### config.mk
export PLATFORM = sky130hd
export DESIGN_NAME = ext_bus_seq
export DESIGN_NICKNAME = d
export VERILOG_FILES = /design/src/rtl/ebc_pkg.sv /design/src/rtl/ebc_wait_ctrl.sv /design/src/rtl/ebc_strobe_dec.sv /design/src/rtl/ext_bus_seq.sv
export SDC_FILE = /design/constraint.sdc
export NUM_CORES = 1
export LEC_CHECK = 0
export BUFFER_PORTS_ARGS = -buffer_cell sky130_fd_sc_hd__buf_4
export CAP_MARGIN = 20
export CORE_MARGIN = 5
export CORE_UTILIZATION = 45
export CTS_CLUSTER_SIZE = 24
export DETAILED_ROUTE_END_ITERATION = 16
export GPL_TIMING_DRIVEN = 1
export HOLD_SLACK_MARGIN = 0.02
export PLACE_DENSITY = 0.79
export SLEW_MARGIN = 20
export SYNTH_ARGS = -nofsm -noshare
export SYNTH_HDL_FRONTEND = slang
export SYNTH_SLANG_ARGS = --single-unit
### constraint.sdc
create_clock -name clk -period 5.2 [get_ports clk]
set_clock_uncertainty 0.1 [all_clocks]
set_input_delay 0.78 -clock clk [delete_from_list [all_inputs] [get_ports clk]]
set_output_delay 0.78 -clock clk [all_outputs]
set_load 0.005 [all_outputs]
### src/rtl/ebc_pkg.sv
package ebc_pkg;

    typedef enum logic [2:0] {
        PH_IDLE = 3'd0,
        PH_T0   = 3'd1,
        PH_T1   = 3'd2,
        PH_T2   = 3'd3,
        PH_TW   = 3'd4,
        PH_T3   = 3'd5
    } phase_e;

    localparam logic [1:0] OP_READ  = 2'd0;
    localparam logic [1:0] OP_WRITE = 2'd1;
    localparam logic [1:0] OP_RMW   = 2'd2;

    localparam logic [1:0] SP_PROG  = 2'd0;

    typedef struct packed {
        logic strobe;
        logic rd;
        logic wr;
        logic active;
    } bus_ctl_t;

endpackage

### src/rtl/ebc_wait_ctrl.sv
module ebc_wait_ctrl #(
    parameter int WCW          = 4,
    parameter int EXT_MIN_WAIT = 2
) (
    input  logic           clk,
    input  logic           rst_n,
    input  logic           clear,
    input  logic           bump,
    input  logic [WCW-1:0] cfg_wait,
    input  logic           ext_en,
    input  logic           ext_wait,
    output logic           need_wait
);

    localparam logic [WCW-1:0] EXT_FLOOR = WCW'(EXT_MIN_WAIT);
    localparam logic [WCW-1:0] CNT_MAX   = {WCW{1'b1}};

    logic [WCW-1:0] cnt_q;

    always_ff @(posedge clk or negedge rst_n) begin
        if (!rst_n) begin
            cnt_q <= '0;
        end else if (clear) begin
            cnt_q <= '0;
        end else if (bump && (cnt_q != CNT_MAX)) begin
            cnt_q <= cnt_q + 1'b1;
        end
    end

    logic prog_more;
    logic ext_more;

    always_comb begin
        prog_more = (cnt_q < cfg_wait);
        ext_more  = ext_en && ((cnt_q < EXT_FLOOR) || ext_wait);
        need_wait = prog_more || ext_more;
    end

endmodule

### src/rtl/ebc_strobe_dec.sv
module ebc_strobe_dec
    import ebc_pkg::*;
(
    input  phase_e   phase,
    input  logic     write_half,
    output bus_ctl_t ctl
);

    always_comb begin
        ctl = '0;
        unique case (phase)
            PH_IDLE: begin
                ctl = '0;
            end
            PH_T0, PH_T1: begin
                ctl.strobe = 1'b1;
                ctl.active = 1'b1;
            end
            PH_T2, PH_TW: begin
                ctl.strobe = 1'b1;
                ctl.active = 1'b1;
                ctl.rd     = !write_half;
                ctl.wr     = write_half;
            end
            PH_T3: begin
                ctl.active = 1'b1;
                ctl.rd     = !write_half;
                ctl.wr     = write_half;
            end
            default: ctl = '0;
        endcase
    end

endmodule

### src/rtl/ext_bus_seq.sv
module ext_bus_seq
    import ebc_pkg::*;
#(
    parameter int AW           = 16,
    parameter int DW           = 24,
    parameter int WCW          = 4,
    parameter int EXT_MIN_WAIT = 2
) (
    input  logic           clk,
    input  logic           rst_n,
    input  logic           req_valid,
    input  logic [1:0]     req_op,
    input  logic [AW-1:0]  req_addr,
    input  logic [1:0]     req_space,
    input  logic [DW-1:0]  req_wdata,
    output logic           req_ready,
    output logic           done,
    output logic [DW-1:0]  rd_data,
    input  logic [WCW-1:0] cfg_wait,
    input  logic           cfg_ext_wait_en,
    output logic [AW-1:0]  bus_addr,
    output logic           bus_prog_sel,
    output logic           bus_data_sel,
    output logic           bus_y_sel,
    output logic           bus_strobe,
    output logic           bus_rd,
    output logic           bus_wr,
    output logic           bus_oe,
    output logic [DW-1:0]  bus_dout,
    input  logic [DW-1:0]  bus_din,
    input  logic           bus_wait
);

    phase_e         state_q, state_d;
    logic           wr_half_q, wr_half_d;
    logic [AW-1:0]  addr_q;
    logic [1:0]     space_q;
    logic [1:0]     op_q;
    logic [DW-1:0]  wdata_q;
    logic [DW-1:0]  rdata_q;
    logic           done_q;
    logic           oe_q;
    logic           need_wait;
    logic           wait_clear;
    logic           wait_bump;
    logic           accept;
    logic           rmw_turn;
    logic           oe_next;
    bus_ctl_t       ctl;

    assign accept     = (state_q == PH_IDLE) && req_valid;
    assign rmw_turn   = (state_q == PH_T3) && (op_q == OP_RMW) && !wr_half_q;
    assign wait_clear = (state_q == PH_T0);
    assign wait_bump  = (state_q == PH_T2) && need_wait;

    ebc_wait_ctrl #(
        .WCW          (WCW),
        .EXT_MIN_WAIT (EXT_MIN_WAIT)
    ) u_wait (
        .clk       (clk),
        .rst_n     (rst_n),
        .clear     (wait_clear),
        .bump      (wait_bump),
        .cfg_wait  (cfg_wait),
        .ext_en    (cfg_ext_wait_en),
        .ext_wait  (bus_wait),
        .need_wait (need_wait)
    );

    ebc_strobe_dec u_dec (
        .phase      (state_q),
        .write_half (wr_half_q),
        .ctl        (ctl)
    );

    // Next phase and half selection
    always_comb begin
        state_d   = state_q;
        wr_half_d = wr_half_q;
        unique case (state_q)
            PH_IDLE: begin
                if (req_valid) begin
                    state_d   = PH_T0;
                    wr_half_d = (req_op == OP_WRITE);
                end
            end
            PH_T0:   state_d = PH_T1;
            PH_T1:   state_d = PH_T2;
            PH_T2:   state_d = need_wait ? PH_TW : PH_T3;
            PH_TW:   state_d = PH_T2;
            PH_T3: begin
                if (rmw_turn) begin
                    state_d   = PH_T0;
                    wr_half_d = 1'b1;
                end else begin
                    state_d   = PH_IDLE;
                end
            end
            default: state_d = PH_IDLE;
        endcase
    end

    // State register
    always_ff @(posedge clk or negedge rst_n) begin
        if (!rst_n) begin
            state_q   <= PH_IDLE;
            wr_half_q <= 1'b0;
        end else begin
            state_q   <= state_d;
            wr_half_q <= wr_half_d;
        end
    end

    assign oe_next = wr_half_d &&
                     ((state_d == PH_T2) || (state_d == PH_TW) || (state_d == PH_T3));

    // Request capture, read capture, completion and output enable
    always_ff @(posedge clk or negedge rst_n) begin
        if (!rst_n) begin
            addr_q  <= '0;
            space_q <= '0;
            op_q    <= '0;
            wdata_q <= '0;
            rdata_q <= '0;
            done_q  <= 1'b0;
            oe_q    <= 1'b0;
        end else begin
            if (accept) begin
                addr_q  <= req_addr;
                space_q <= req_space;
                op_q    <= req_op;
                wdata_q <= req_wdata;
            end
            if ((state_q == PH_T3) && !wr_half_q) begin
                rdata_q <= bus_din;
            end
            done_q <= (state_q == PH_T3) && !rmw_turn;
            oe_q   <= oe_next;
        end
    end

    // Outputs
    always_comb begin
        req_ready    = (state_q == PH_IDLE);
        done         = done_q;
        rd_data      = rdata_q;
        bus_addr     = addr_q;
        bus_dout     = wdata_q;
        bus_strobe   = ctl.strobe;
        bus_rd       = ctl.rd;
        bus_wr       = ctl.wr;
        bus_oe       = oe_q;
        bus_prog_sel = ctl.active && (space_q == SP_PROG);
        bus_data_sel = ctl.active && (space_q != SP_PROG);
        bus_y_sel    = ctl.active && space_q[1];
    end

endmodule

==> impl_results.rst, run 1 <==
.. list-table::
   :header-rows: 1

   * - Metric
     - Value
   * - Outcome
     - completed
   * - Setup repair after global routing missed its margin
     - false
   * - TritonCTS clock tree
     - yes
   * - Area share of the leading cell type in the synthesized netlist
     - about 60%
   * - Share of cells above drive strength 1
     - 61.8%
   * - Routed wire length per instance
     - 15.3 um
   * - Final-stage net count
     - around 450
   * - TritonRoute pass-1 iters
     - 4
   * - Synth Area per Inst
     - between 10 and 15 sq um
   * - Syn Nets
     - 304
   * - Vias per Instance
     - 4.83
   * - Worst r2r path cells
     - 3
   * - Vias post-DR
     - 2300
   * - Post-synthesis to final-layout area growth
     - 40.0%
   * - Leakage
     - 2.32 nW
   * - Most frequent cells in the layout
     - sky130_fd_sc_hd__buf_4 (149), sky130_fd_sc_hd__dfrtp_1 (78), sky130_fd_sc_hd__mux2_2 (52)
   * - Period Utilization, post-route
     - 49.2%
   * - Cell with the biggest individual delay on the critical path
     - sky130_fd_sc_hd__dfrtp_1
   * - Type of the most critical hold path
     - reg2reg
   * - Pin count of the biggest net entering global routing
     - 79
   * - Residual DRC
     - 0
   * - Highest achievable clock rate
     - a little under 0.4 GHz
   * - Wire length of the first global-routing pass
     - 11300 um
   * - Worst Hold End
     - bus_addr[11]$_DFFE_PN0P_
   * - Initial DRC count
     - between 40 and 50
   * - CTS Sinks
     - between 70 and 80
   * - Worst Path Max Fanout
     - 10
   * - Source-to-sink clock delay at the later pin of the worst-skew pair
     - 0.33 ns
   * - Slew Limit Headroom
     - between 30% and 40%
   * - Number of flip-flops and latches in the synthesized netlist
     - 78
   * - Rows
     - 31
   * - Setup TNS after final layout
     - 0 ns
   * - Worst reg2reg setup slack
     - ~3.2 ns
   * - Netlist cell types
     - 35
   * - Portion of the post-synthesis area used by sequential elements
     - between 50% and 60%
   * - Post-detailed-placement half-perimeter wirelength
     - roughly 5500 um
   * - Worst-margin pin slew
     - 0.973 ns
   * - Worst Min Path Start
     - bus_addr[11]$_DFFE_PN0P_
   * - Reg2Reg Launch Point
     - state_q[0]$_DFF_PN0_
   * - Worst-case clock buffer depth
     - 2
   * - Fraction of power spent switching nets
     - about 30%
   * - Initial Util
     - between 40% and 50%
   * - Number of fill cells
     - ~600
   * - Max cap viols
     - 0
   * - Count of flip-flops with a built-in enable after synthesis
     - 0
   * - Largest vdd supply drop
     - roughly 0.27 mV
   * - Hold path depth
     - 1
   * - Primary FF master, synth
     - sky130_fd_sc_hd__dfrtp_1
   * - Power density normalized to cell area
     - 580 nW/um^2
   * - Maximum single-stage delay on the critical path
     - between 0.5 and 0.6 ns
   * - Netlist Area Pre-Place
     - 3300 sq um
   * - Net switching power figure
     - 0.796 mW
   * - Number of top-level design ports
     - 150
   * - Antenna cells
     - 0
   * - Setup violations, final
     - 0
   * - Number of instances in the synthesized netlist
     - approximately 220
   * - Most frequent standard cell in the layout excluding fill and tap cells
     - sky130_fd_sc_hd__buf_4
   * - Num CTS Buffers
     - 9
   * - Required time worst endpoint
     - between 4 and 5 ns
   * - Count of yosys warnings during synthesis
     - 0
   * - Die outline width
     - ~96 um
   * - Sequential fraction of design power
     - between 40% and 50%
   * - Type of destination of the critical path
     - output port
   * - Die ar.
     - a little over 9000 sq um
   * - Initial antenna violation count
     - 0
   * - Fraction of power consumed by combinational cells
     - 42.5%
   * - Overall Power
     - around 2.7 mW
   * - Count of nets left with antenna violations after detail routing
     - 0
   * - Capture point of the worst reg-to-reg path
     - space_q[0]$_DFFE_PN0P_
   * - Count of final hold-check violations
     - 0
   * - Post-CTS repair timing setup buffer count
     - 0
   * - Path type of the worst setup path
     - reg2out
   * - Worst path cell trace
     - xor2_1 -> o21a_1 -> or2_2 -> buf_4
   * - Count of hold-fix buffers inserted at cts
     - 0
   * - Total routing resource utilization after global routing
     - between 10% and 20%
   * - Height of the die
     - around 96 um
   * - Weighted congestion reported at the end of routability-driven placement
     - 0.774
   * - Clock H-tree levels
     - 3
   * - Overflow after GRT
     - 0
   * - Async set-reset flop share out of synthesis
     - 100%
   * - Placed cell area
     - around 4400 sq um
   * - Internal
     - 1.88 mW
   * - Critical path startpoint
     - state_q[2]$_DFF_PN0_
   * - Root cell of the clock tree
     - sky130_fd_sc_hd__clkbuf_8
   * - Pins over their slew limit
     - 0
   * - Vias in the first global route
     - about 2500
   * - Post-route cell area
     - between 4000 and 5000 sq um
   * - Core region area
     - 7180 sq um
   * - Dominant cells by area after synthesis
     - sky130_fd_sc_hd__dfrtp_1 (59%), sky130_fd_sc_hd__mux2_2 (18%), sky130_fd_sc_hd__mux2_4 (4.6%), sky130_fd_sc_hd__ha_1 (1.5%), sky130_fd_sc_hd__buf_6 (1.4%)
   * - Startpoint kind of the worst setup timing path
     - flop
   * - Library cell occupying the most area in the post-synthesis netlist
     - sky130_fd_sc_hd__dfrtp_1
   * - Number of instances resized during post-cts repair
     - 0
   * - Critical path arrival
     - 1.68 ns
   * - Port bufs
     - between 100 and 150
   * - Clock slew at the register clock pins of the worst setup and hold paths
     - about 0.07 ns
   * - Fraction of power consumed by the clock network
     - 16.1%
   * - Total Wirelength
     - ~7300 um
   * - Minimum clock period after layout
     - approximately 2.6 ns
[cells in the mapped netlist (2+ instances only)]
cell / instances
sky130_fd_sc_hd__dfrtp_1: 78
sky130_fd_sc_hd__inv_1: 9
sky130_fd_sc_hd__mux2_4: 10
sky130_fd_sc_hd__nand3b_1: 2
sky130_fd_sc_hd__nand2b_1: 3
sky130_fd_sc_hd__a21oi_1: 3
sky130_fd_sc_hd__buf_4: 4
sky130_fd_sc_hd__nor3_1: 2
sky130_fd_sc_hd__nor2_1: 9
sky130_fd_sc_hd__mux2_2: 52
sky130_fd_sc_hd__mux2_1: 4
sky130_fd_sc_hd__buf_6: 4
sky130_fd_sc_hd__o211a_1: 2
sky130_fd_sc_hd__mux2i_1: 4
sky130_fd_sc_hd__o21a_1: 2
sky130_fd_sc_hd__nand2_1: 8
sky130_fd_sc_hd__o21ai_0: 6
sky130_fd_sc_hd__ha_1: 4
[power groups by stage]
stage / logic [mW] / clock network (mW) / registers [mW]
2_1_floorplan: 0.607 / 0 / 1.09
3_3_place_gp: 1.13 / 0 / 1.10
3_5_place_dp: 1.17 / 0 / 1.12
4_1_cts: 1.17 / 0.453 / 1.11
5_1_grt: 1.25 / 0.478 / 1.16
6_report: 1.14 / 0.431 / 1.11
[metal layers]
layer  GRT usage (%)  part of all wire (%)
met1            17.6                    38
met2            25.9                    47
met3            7.81                    13
met4            7.82                   2.0
met5               0                     0
[metrics by stage]
step           setup WS [ns]  hold WS [ns]  std cells  util (%)
6_report                2.64         0.399        476      64.3
5_1_grt                 2.54         0.410        476      64.3
4_1_cts                 2.61         0.401        476      64.3
3_5_place_dp            2.92         0.380        461      61.7
3_3_place_gp            3.00         0.368        461      61.7
2_1_floorplan           3.13         0.381        223         -
[state kept, by name, indices dropped and copies added (netlist names)]
signal and cells:
bus_addr 16, bus_dout 24, bus_oe 1, done 1
op_q 2, rd_data 24, space_q 2, state_q 3
u_wait.cnt_q 4, wr_half_q 1
[worst max-delay path: cells and delay by family, from the launching register on]
kind | cells | cell delay, ns
xor gates and xnor gates | 1 | 0.21
buffers and inverters | 1 | 0.14
and+or+nand+nor | 1 | 0.27
AOI/OAI and AO/OA | 1 | 0.19
DFF | 1 | 0.53
[cell type report]
cell class,count,area (sq um),area share (%)
clock inverter,5,50.0,1.08
multi-input combinational,126,1200,26.0
clock buffer,10,138,2.98
inverter,9,33.8,0.732
sequential,78,1950,42.3
tap,99,124,2.68
timing repair buffer,149,1120,24.2
[how the worst max path moves through the flow]
stage / end / slack, ns
detailed placement: u_wait.cnt_q[0]$_DFFE_PN0P_ / 2.92
floorplan: u_wait.cnt_q[0]$_DFFE_PN0P_ / 3.13
global route: bus_strobe / 2.54
global placement: u_wait.cnt_q[0]$_DFFE_PN0P_ / 3.00
finish: bus_strobe / 2.64
CTS: bus_strobe / 2.61
[kinds of logic after synthesis]
family                     Yosys count  share of synthesized area (%)
AOI/OAI and AO/OA                   18                           3.64
xor gates and xnor gates             1                          0.266
adders and majority gates            4                           1.52
buffers and inverters               19                           4.36
DFF                                 78                           59.2
muxes                               70                           24.9
and+or+nand+nor                     33                           6.11
(Power assumes the default switching activity.)
==> inputs of run 2 (changes only) <==
Clock period 5.2 ns to 2.6 ns, I/O delays scaled along.
==> run 2 against run 1 <==
Compared with the run above: design area grew 1.1%; register-to-register slack got worse by 2.6 ns; global-route usage fell by 0.27 points; sequential cell count stayed put; sequential power up 98%; cell count unchanged; setup slack got worse by 2.2 ns; core utilization is 0.68 points higher.
==> impl_results.rst, run 2 (synthesized netlist as in run 1, its figures left out) <==
.. list-table::
   :header-rows: 1

   * - Metric
     - Value
   * - Port bufs
     - 149 (unchanged)
   * - Worst-case clock buffer depth
     - 2 (unchanged)
   * - Dpl cells
     - 461 (unchanged)
   * - Antenna cells
     - 0 (unchanged)
   * - Worst-margin pin slew
     - 0.961 ns (-0.0118 ns)
   * - Routed wire length per instance
     - 15.1 um (-1.3%)
   * - Type of destination of the critical path
     - output port
   * - Worst Path Max Fanout
     - 9 (-1)
   * - TritonRoute pass-1 iters
     - 4 (unchanged)
   * - Vias in the first global route
     - 2377 (-3.5%)
   * - Path type of the worst setup path
     - reg2out
   * - Type of the most critical hold path
     - in2async
   * - Height of the die
     - 95.6 um (unchanged)
   * - Vias per Instance
     - 4.75 (-1.7%)
   * - Overall Power
     - 5.57 mW (+110%)
   * - Num CTS Buffers
     - 9 (unchanged)
   * - Placed cell area
     - 4430 sq um (unchanged)
   * - Critical path arrival
     - 1.67 ns (about the same)
   * - Wire length of the first global-routing pass
     - 11100 um (-1.9%)
   * - Number of instances resized during post-cts repair
     - 0 (unchanged)
   * - Minimum clock period after layout
     - 2.16 ns
   * - Number of fill cells
     - 569 (-4.4%)
   * - Kind of cell adding the most delay to the critical path
     - flip-flops
   * - Leakage
     - 2.34 nW (+0.76%)
   * - Weighted congestion reported at the end of routability-driven placement
     - 0.735 (-5.0%)
   * - Most frequent cells in the layout
     - sky130_fd_sc_hd__buf_4 (149), sky130_fd_sc_hd__dfrtp_1 (78), sky130_fd_sc_hd__mux2_2 (52)
   * - Clock slew at the register clock pins of the worst setup and hold paths
     - 0.07 ns (about the same)
   * - Pins over their slew limit
     - 0 (unchanged)
   * - Setup ws final
     - 0.441 ns (-2.20 ns)
   * - Count of final hold-check violations
     - 0 (unchanged)
   * - Count of buffering cells on the critical path with inverters included
     - 1 (unchanged)
   * - CTS Sinks
     - 78 (unchanged)
   * - Source-to-sink clock delay at the later pin of the worst-skew pair
     - 0.33 ns (about the same)
   * - Largest vdd supply drop
     - 0.680 mV (+150%)
   * - Share of cells above drive strength 1
     - 61.5% (-0.27 points)
   * - Max cap viols
     - 0 (unchanged)
   * - Rows
     - 31 (unchanged)
   * - Root cell of the clock tree
     - sky130_fd_sc_hd__clkbuf_8
   * - Setup TNS after final layout
     - 0 ns (unchanged)
   * - Power density normalized to cell area
     - 1190 nW/um^2 (+110%)
   * - Vias post-DR
     - 2261 (-1.7%)
   * - Post-CTS repair timing setup buffer count
     - 0 (unchanged)
   * - Residual DRC
     - 0 (unchanged)
   * - Total routing resource utilization after global routing
     - 15.8% (-0.27 points)
   * - Final-stage net count
     - 454 (unchanged)
   * - Initial antenna violation count
     - 0 (unchanged)
   * - Setup violations, final
     - 0 (unchanged)
   * - Startpoint kind of the worst setup timing path
     - flop
   * - Maximum single-stage delay on the critical path
     - 0.51 ns (-0.02 ns)
   * - Total Wirelength
     - 7210 um (-1.3%)
   * - Setup repair after global routing missed its margin
     - false
   * - Slew Limit Headroom
     - 35.9% (+0.79 points)
   * - Die ar.
     - 9140 sq um (unchanged)
   * - Worst path cell trace
     - xor2_1 -> o21a_1 -> or2_2 -> buf_4
   * - Clock H-tree levels
     - 3 (unchanged)
   * - Post-detailed-placement half-perimeter wirelength
     - 5410 um (-2.1%)
   * - Overflow after GRT
     - 0 (unchanged)
   * - Initial Util
     - 45.9% (unchanged)
   * - Post-route cell area
     - 4670 sq um (+1.1%)
   * - Required time worst endpoint
     - 2.11 ns (-2.21 ns)
   * - Post-synthesis to final-layout area growth
     - 41.5%
   * - Post-Place Setup Slack
     - 0.587 ns (-2.34 ns)
   * - Highest achievable clock rate
     - between 0.4 and 0.5 GHz
   * - Count of hold-fix buffers inserted at cts
     - 0 (unchanged)
   * - Outcome
     - completed
   * - Core region area
     - 7180 sq um (unchanged)
   * - Pin count of the biggest net entering global routing
     - 79 (unchanged)
   * - Final instance count without filler cells
     - 476 (unchanged)
   * - Initial DRC count
     - 60 (+36%)
   * - Cell with the biggest individual delay on the critical path
     - sky130_fd_sc_hd__dfrtp_1
   * - Die outline width
     - 95.6 um (unchanged)
   * - Number of top-level design ports
     - 150 (unchanged)
   * - Period Utilization, post-route
     - just over 80%
   * - TritonCTS clock tree
     - yes
   * - Count of nets left with antenna violations after detail routing
     - 0 (unchanged)
   * - Most frequent standard cell in the layout excluding fill and tap cells
     - sky130_fd_sc_hd__buf_4
[run 2: layout make-up]
| type | instances | area (sq um) | area share [%] |
|---|---|---|---|
| flip-flops and latches | 78 | 1950 | 41.8 |
| well taps | 99 | 124 | 2.65 |
| clock buffers | 11 | 141 | 3.03 |
| repair buffers | 149 | 1120 | 24.0 |
| multi-input cells | 126 | 1200 | 25.7 |
| inverters | 9 | 33.8 | 0.724 |
| clock inverters | 4 | 95.1 | 2.04 |
[run 2: worst paths after layout]
path	startpoint	endpoint	slack, ns	cells past startpoint
setup / recovery	state_q[0]$_DFF_PN0_	bus_strobe	0.44	4
hold / removal	rst_n	bus_dout[15]$_DFFE_PN0P_	0.10	1
setup reg to reg	state_q[0]$_DFF_PN0_	bus_dout[4]$_DFFE_PN0P_	0.58	3
hold reg to reg	bus_addr[12]$_DFFE_PN0P_	bus_addr[12]$_DFFE_PN0P_	0.41	1
max in group asynchronous	rst_n	bus_addr[7]$_DFFE_PN0P_	1.67	1
min in group clk	req_addr[11]	bus_addr[11]$_DFFE_PN0P_	0.17	2
[run 2: per-stage QoR]
| step | utilization (%) | hold WS [ns] |
|---|---|---|
| 6_report | 65.0 | 0.102 |
| 5_1_grt | 65.0 | 0.149 |
| 4_1_cts | 65.0 | 0.134 |
| 3_5_place_dp | 61.7 | 0.387 |
| 3_3_place_gp | 61.7 | 0.369 |
| 2_1_floorplan | - | -0.00559 |
[run 2: worst register-to-register path: stages, from the launching register on]
cell                      delay (ns)
sky130_fd_sc_hd__dfrtp_1        0.51
sky130_fd_sc_hd__nor3_4         0.24
sky130_fd_sc_hd__and2_4         0.60
sky130_fd_sc_hd__mux2_2         0.45
[run 2: layer usage]
layer,GRT usage (%),vias up,wire length [um]
li1,-,1074,-
met1,18.9,1067,2930
met2,24.3,111,3260
met3,7.66,9,934
met4,6.40,0,85
met5,0,-,0
[run 2: report_power, final]
group | leakage (nW) | switching (mW) | internal, mW
Combinational | 1.27 | 0.810 | 1.49
Sequential | 0.951 | 0.386 | 1.82
Clock | 0.119 | 0.411 | 0.658
==> inputs of run 3 (changes only) <==
Settings changed: ABC_AREA from default to 1, CORE_UTILIZATION 45 to 42, PLACE_DENSITY 0.79 to 0.78.
Clock period 2.6 ns to 1.8 ns, I/O delays scaled along.
==> run 3 against run 2 <==
Compared with the run above: the flow now finishes with violations (negative setup slack); sequential cell count unchanged; first-iteration DRC count increased by 43%; die area increased by 6.2%; setup slack got worse by 0.51 ns; cell count increased by 31%; global-route usage increased by 2.5 points; routed wire length increased by 24%; largest power group unchanged.
==> impl_results.rst, run 3 <==
.. list-table::
   :header-rows: 1

   * - Metric
     - Value
   * - Type of the most critical hold path
     - in2reg
   * - Initial DRC count
     - 86 (+43%)
   * - Count of final hold-check violations
     - 0 (unchanged)
   * - Area share of the leading cell type in the synthesized netlist
     - 59.3% (+0.090 points)
   * - Netlist cell types
     - 22 (-37%)
   * - Count of nets left with antenna violations after detail routing
     - 0 (unchanged)
   * - Routed wire length per instance
     - 14.4 um (-4.8%)
   * - Clock slew at the register clock pins of the worst setup and hold paths
     - 0.08 ns (about the same)
   * - Setup violations, final
     - 6 (+6)
   * - Period Utilization, post-route
     - 104%
   * - Largest vdd supply drop
     - 0.630 mV (-7.4%)
   * - Internal
     - 5.48 mW (+38%)
   * - Maximum single-stage delay on the critical path
     - 0.47 ns (-0.04 ns)
   * - Netlist Area Pre-Place
     - 3290 sq um (-0.15%)
   * - Fraction of power consumed by combinational cells
     - 43.0% (+1.8 points)
   * - Path type of the worst setup path
     - reg2out
   * - Primary FF master, synth
     - sky130_fd_sc_hd__dfrtp_1
   * - Pin count of the biggest net entering global routing
     - 79 (unchanged)
   * - TritonRoute pass-1 iters
     - 4 (unchanged)
   * - Number of instances in the synthesized netlist
     - 329 (+48%)
   * - Worst-margin pin slew
     - 0.430 ns (-0.531 ns)
   * - Root cell of the clock tree
     - sky130_fd_sc_hd__clkbuf_8
   * - Weighted congestion reported at the end of routability-driven placement
     - 0.899 (+22%)
   * - Initial antenna violation count
     - 0 (unchanged)
   * - Post-route cell area
     - 5110 sq um (+9.5%)
   * - Outcome
     - complete, but fails checks
   * - Antenna cells
     - 0 (unchanged)
   * - Net switching power figure
     - 2.71 mW (+68%)
   * - Setup ws final
     - -0.0675 ns (-0.509 ns)
   * - Required time worst endpoint
     - 1.43 ns (-0.68 ns)
   * - Port bufs
     - 149 (unchanged)
   * - Utilization after layout
     - 66.5% (+1.4 points)
   * - Portion of the post-synthesis area used by sequential elements
     - 59.3% (+0.090 points)
   * - Number of fill cells
     - 621 (+9.1%)
   * - Worst-case clock buffer depth
     - 2 (unchanged)
   * - Kind of cell adding the most delay to the critical path
     - flip-flops
   * - Startpoint kind of the worst setup timing path
     - flop
   * - Die outline width
     - 98.5 um (+3.1%)
   * - Source-to-sink clock delay at the later pin of the worst-skew pair
     - 0.34 ns (about the same)
   * - Height of the die
     - 98.5 um (+3.1%)
   * - Cell with the biggest individual delay on the critical path
     - sky130_fd_sc_hd__dfrtp_2
   * - Pins over their slew limit
     - 0 (unchanged)
   * - Initial Util
     - 42.8% (-3.1 points)
   * - Overflow after GRT
     - 0 (unchanged)
   * - Syn Nets
     - 410 (+35%)
   * - Dominant cells by area after synthesis
     - sky130_fd_sc_hd__dfrtp_1 (59%), sky130_fd_sc_hd__nand2_1 (17%), sky130_fd_sc_hd__mux2_4 (9.1%), sky130_fd_sc_hd__inv_1 (2.1%), sky130_fd_sc_hd__nand3_1 (1.8%)
   * - Vias in the first global route
     - 3019 (+27%)
   * - Worst Path Max Fanout
     - 5 (-4)
   * - Count of buffering cells on the critical path with inverters included
     - 2 (+1)
   * - Total routing resource utilization after global routing
     - 18.2% (+2.5 points)
   * - Critical path arrival
     - 1.50 ns (-0.17 ns)
   * - CTS Sinks
     - 78 (unchanged)
   * - Count of yosys warnings during synthesis
     - 0 (unchanged)
   * - Max cap viols
     - 0 (unchanged)
   * - Clock H-tree levels
     - 3 (unchanged)
   * - Worst reg2reg setup slack
     - 0.13 ns (-0.45 ns)
   * - Post-synthesis to final-layout area growth
     - 55.2%
   * - Num CTS Buffers
     - 9 (unchanged)
   * - Setup repair after global routing missed its margin
     - true
   * - Number of flip-flops and latches in the synthesized netlist
     - 78 (unchanged)
   * - Core region area
     - 7690 sq um (+7.1%)
   * - Most frequent standard cell in the layout excluding fill and tap cells
     - sky130_fd_sc_hd__buf_4
   * - Type of destination of the critical path
     - output port
   * - Slew Limit Headroom
     - 71.3% (+35 points)
   * - Minimum clock period after layout
     - about 1.9 ns
   * - Vias post-DR
     - 2904 (+28%)
   * - Vias per Instance
     - 4.67 (-1.7%)
   * - Share of cells above drive strength 1
     - 41.5% (-20 points)
   * - Wire length of the first global-routing pass
     - 14300 um (+30%)
   * - Total Wirelength
     - 8970 um (+24%)
   * - Leakage
     - 2.83 nW (+21%)
   * - Post-detailed-placement half-perimeter wirelength
     - 6090 um (+13%)
   * - Highest achievable clock rate
     - roughly 0.54 GHz
   * - Die ar.
     - 9710 sq um (+6.2%)
   * - Top-count cell post-synth
     - sky130_fd_sc_hd__nand2_1
   * - Most frequent cells in the layout
     - sky130_fd_sc_hd__buf_4 (155), sky130_fd_sc_hd__nand2_1 (147), sky130_fd_sc_hd__dfrtp_1 (76)
   * - Library cell occupying the most area in the post-synthesis netlist
     - sky130_fd_sc_hd__dfrtp_1
   * - Top cells by instance count after synthesis
     - sky130_fd_sc_hd__nand2_1 (149), sky130_fd_sc_hd__dfrtp_1 (78), sky130_fd_sc_hd__mux2_4 (20)
   * - Dpl cells
     - 576 (+25%)
   * - Violations in the final reports
     - negative setup slack
   * - Post-Place Setup Slack
     - 0.192 ns (-0.396 ns)
   * - Fraction of power consumed by the clock network
     - 18.7% (-0.5 points)
   * - Synth Area per Inst
     - 10.0 sq um (-32%)
   * - Worst path cell trace
     - nor2_4 -> inv_2 -> a21oi_2 -> nor2_1 -> buf_4
   * - Residual DRC
     - 0 (unchanged)
   * - Final instance count without filler cells
     - 622 (+31%)
   * - Async set-reset flop share out of synthesis
     - 100% (unchanged)
   * - Sequential fraction of design power
     - 38.2% (-1.4 points)
   * - Placed cell area
     - 4520 sq um (+1.9%)
   * - Fraction of power spent switching nets
     - 33.1% (+4.2 points)
   * - Rows
     - 32 (+3.2%)
   * - Number of top-level design ports
     - 150 (unchanged)
   * - Count of flip-flops with a built-in enable after synthesis
     - 0 (unchanged)
   * - Power density normalized to cell area
     - 1600 nW/um^2 (+34%)
   * - TritonCTS clock tree
     - yes
   * - Final-stage net count
     - 597 (+31%)
==> run 3: changes by cell type after synthesis, sizes merged, moves of 3 or more <==
cell    delta
inv       +12
mux2      -42
mux2i      -4
nand2    +143
nand2b     -3
nand3     +12
nand3b     -3
o21ai      -3
==> run 3: tightest hold or removal path: cells and delay by family <==
| kind | cells | cell delay [ns] |
|---|---|---|
| buffers and inverters | 1 | 0.08 |
| AND/OR/NAND/NOR | 2 | 0.09 |
==> run 3: area by class of cell <==
type,count,area [sq um],share of cell area (%)
multi-input cells,219,1220,23.8
repair buffers,187,1500,29.3
flip-flops and latches,78,1950,38.3
well taps,102,128,2.50
clock buffers,9,124,2.42
inverters,21,78.8,1.54
clock inverters,6,111,2.18
==> run 3: kinds of logic (layout without fill, tap and decap cells) <==
group	Yosys count	in the layout	synth area share, %
compound gates	9	9	1.48
mux	24	24	10.5
xor+xnor	2	2	0.532
fa+ha+maj	4	4	1.52
simple gates	180	180	21.6
buf+inv	32	223	5.06
flops	78	78	59.3
==> run 3: metal layers <==
layer,vias up,routed length [um],track usage [%]
met1,1370,3620,21.1
met3,13,698,5.38
met4,0,114,6.83
met2,124,4540,31.9
met5,-,0,0
li1,1397,-,-
==> run 3: final timing paths <==
path / start / to / depth (start not counted)
min in group asynchronous: rst_n / rd_data[17]$_DFFE_PN0P_ / 3
min reg2reg: bus_dout[20]$_DFFE_PN0P_ / bus_dout[20]$_DFFE_PN0P_ / 2
max: state_q[1]$_DFF_PN0_ / bus_data_sel / 5
min: req_wdata[1] / bus_dout[1]$_DFFE_PN0P_ / 3
max reg2reg: state_q[0]$_DFF_PN0_ / rd_data[1]$_DFFE_PN0P_ / 6
max in group asynchronous: rst_n / state_q[0]$_DFF_PN0_ / 3
==> run 3: metrics by stage <==
step | hold WS, ns | power, mW | TNS [ns]
6_report | 0.0231 | 8.19 | -0.259
5_1_grt | 0.0309 | 8.74 | -0.729
4_1_cts | 0.0200 | 8.16 | -0.0861
3_5_place_dp | 0.228 | 6.48 | 0
3_3_place_gp | 0.223 | 6.37 | 0
2_1_floorplan | -0.126 | 4.65 | 0
==> run 3: power groups by stage <==
stage | clock (mW) | combinational [mW] | sequential, mW
5_1_grt | 1.63 | 3.88 | 3.22
3_3_place_gp | 0 | 3.29 | 3.07
6_report | 1.53 | 3.52 | 3.13
4_1_cts | 1.57 | 3.50 | 3.09
3_5_place_dp | 0 | 3.38 | 3.10
2_1_floorplan | 0 | 1.55 | 3.09
==> run 3: timing repair <==
item | CTS | global route
hold buffers | 29 | 1
endpoints found under the setup margin | 5 | 49
endpoints found under the hold margin | 106 | 1
resized for setup | 10 | 7
pin swaps | 1 | 0
gates cloned | 0 | 0
buffers inserted | 1 | 0
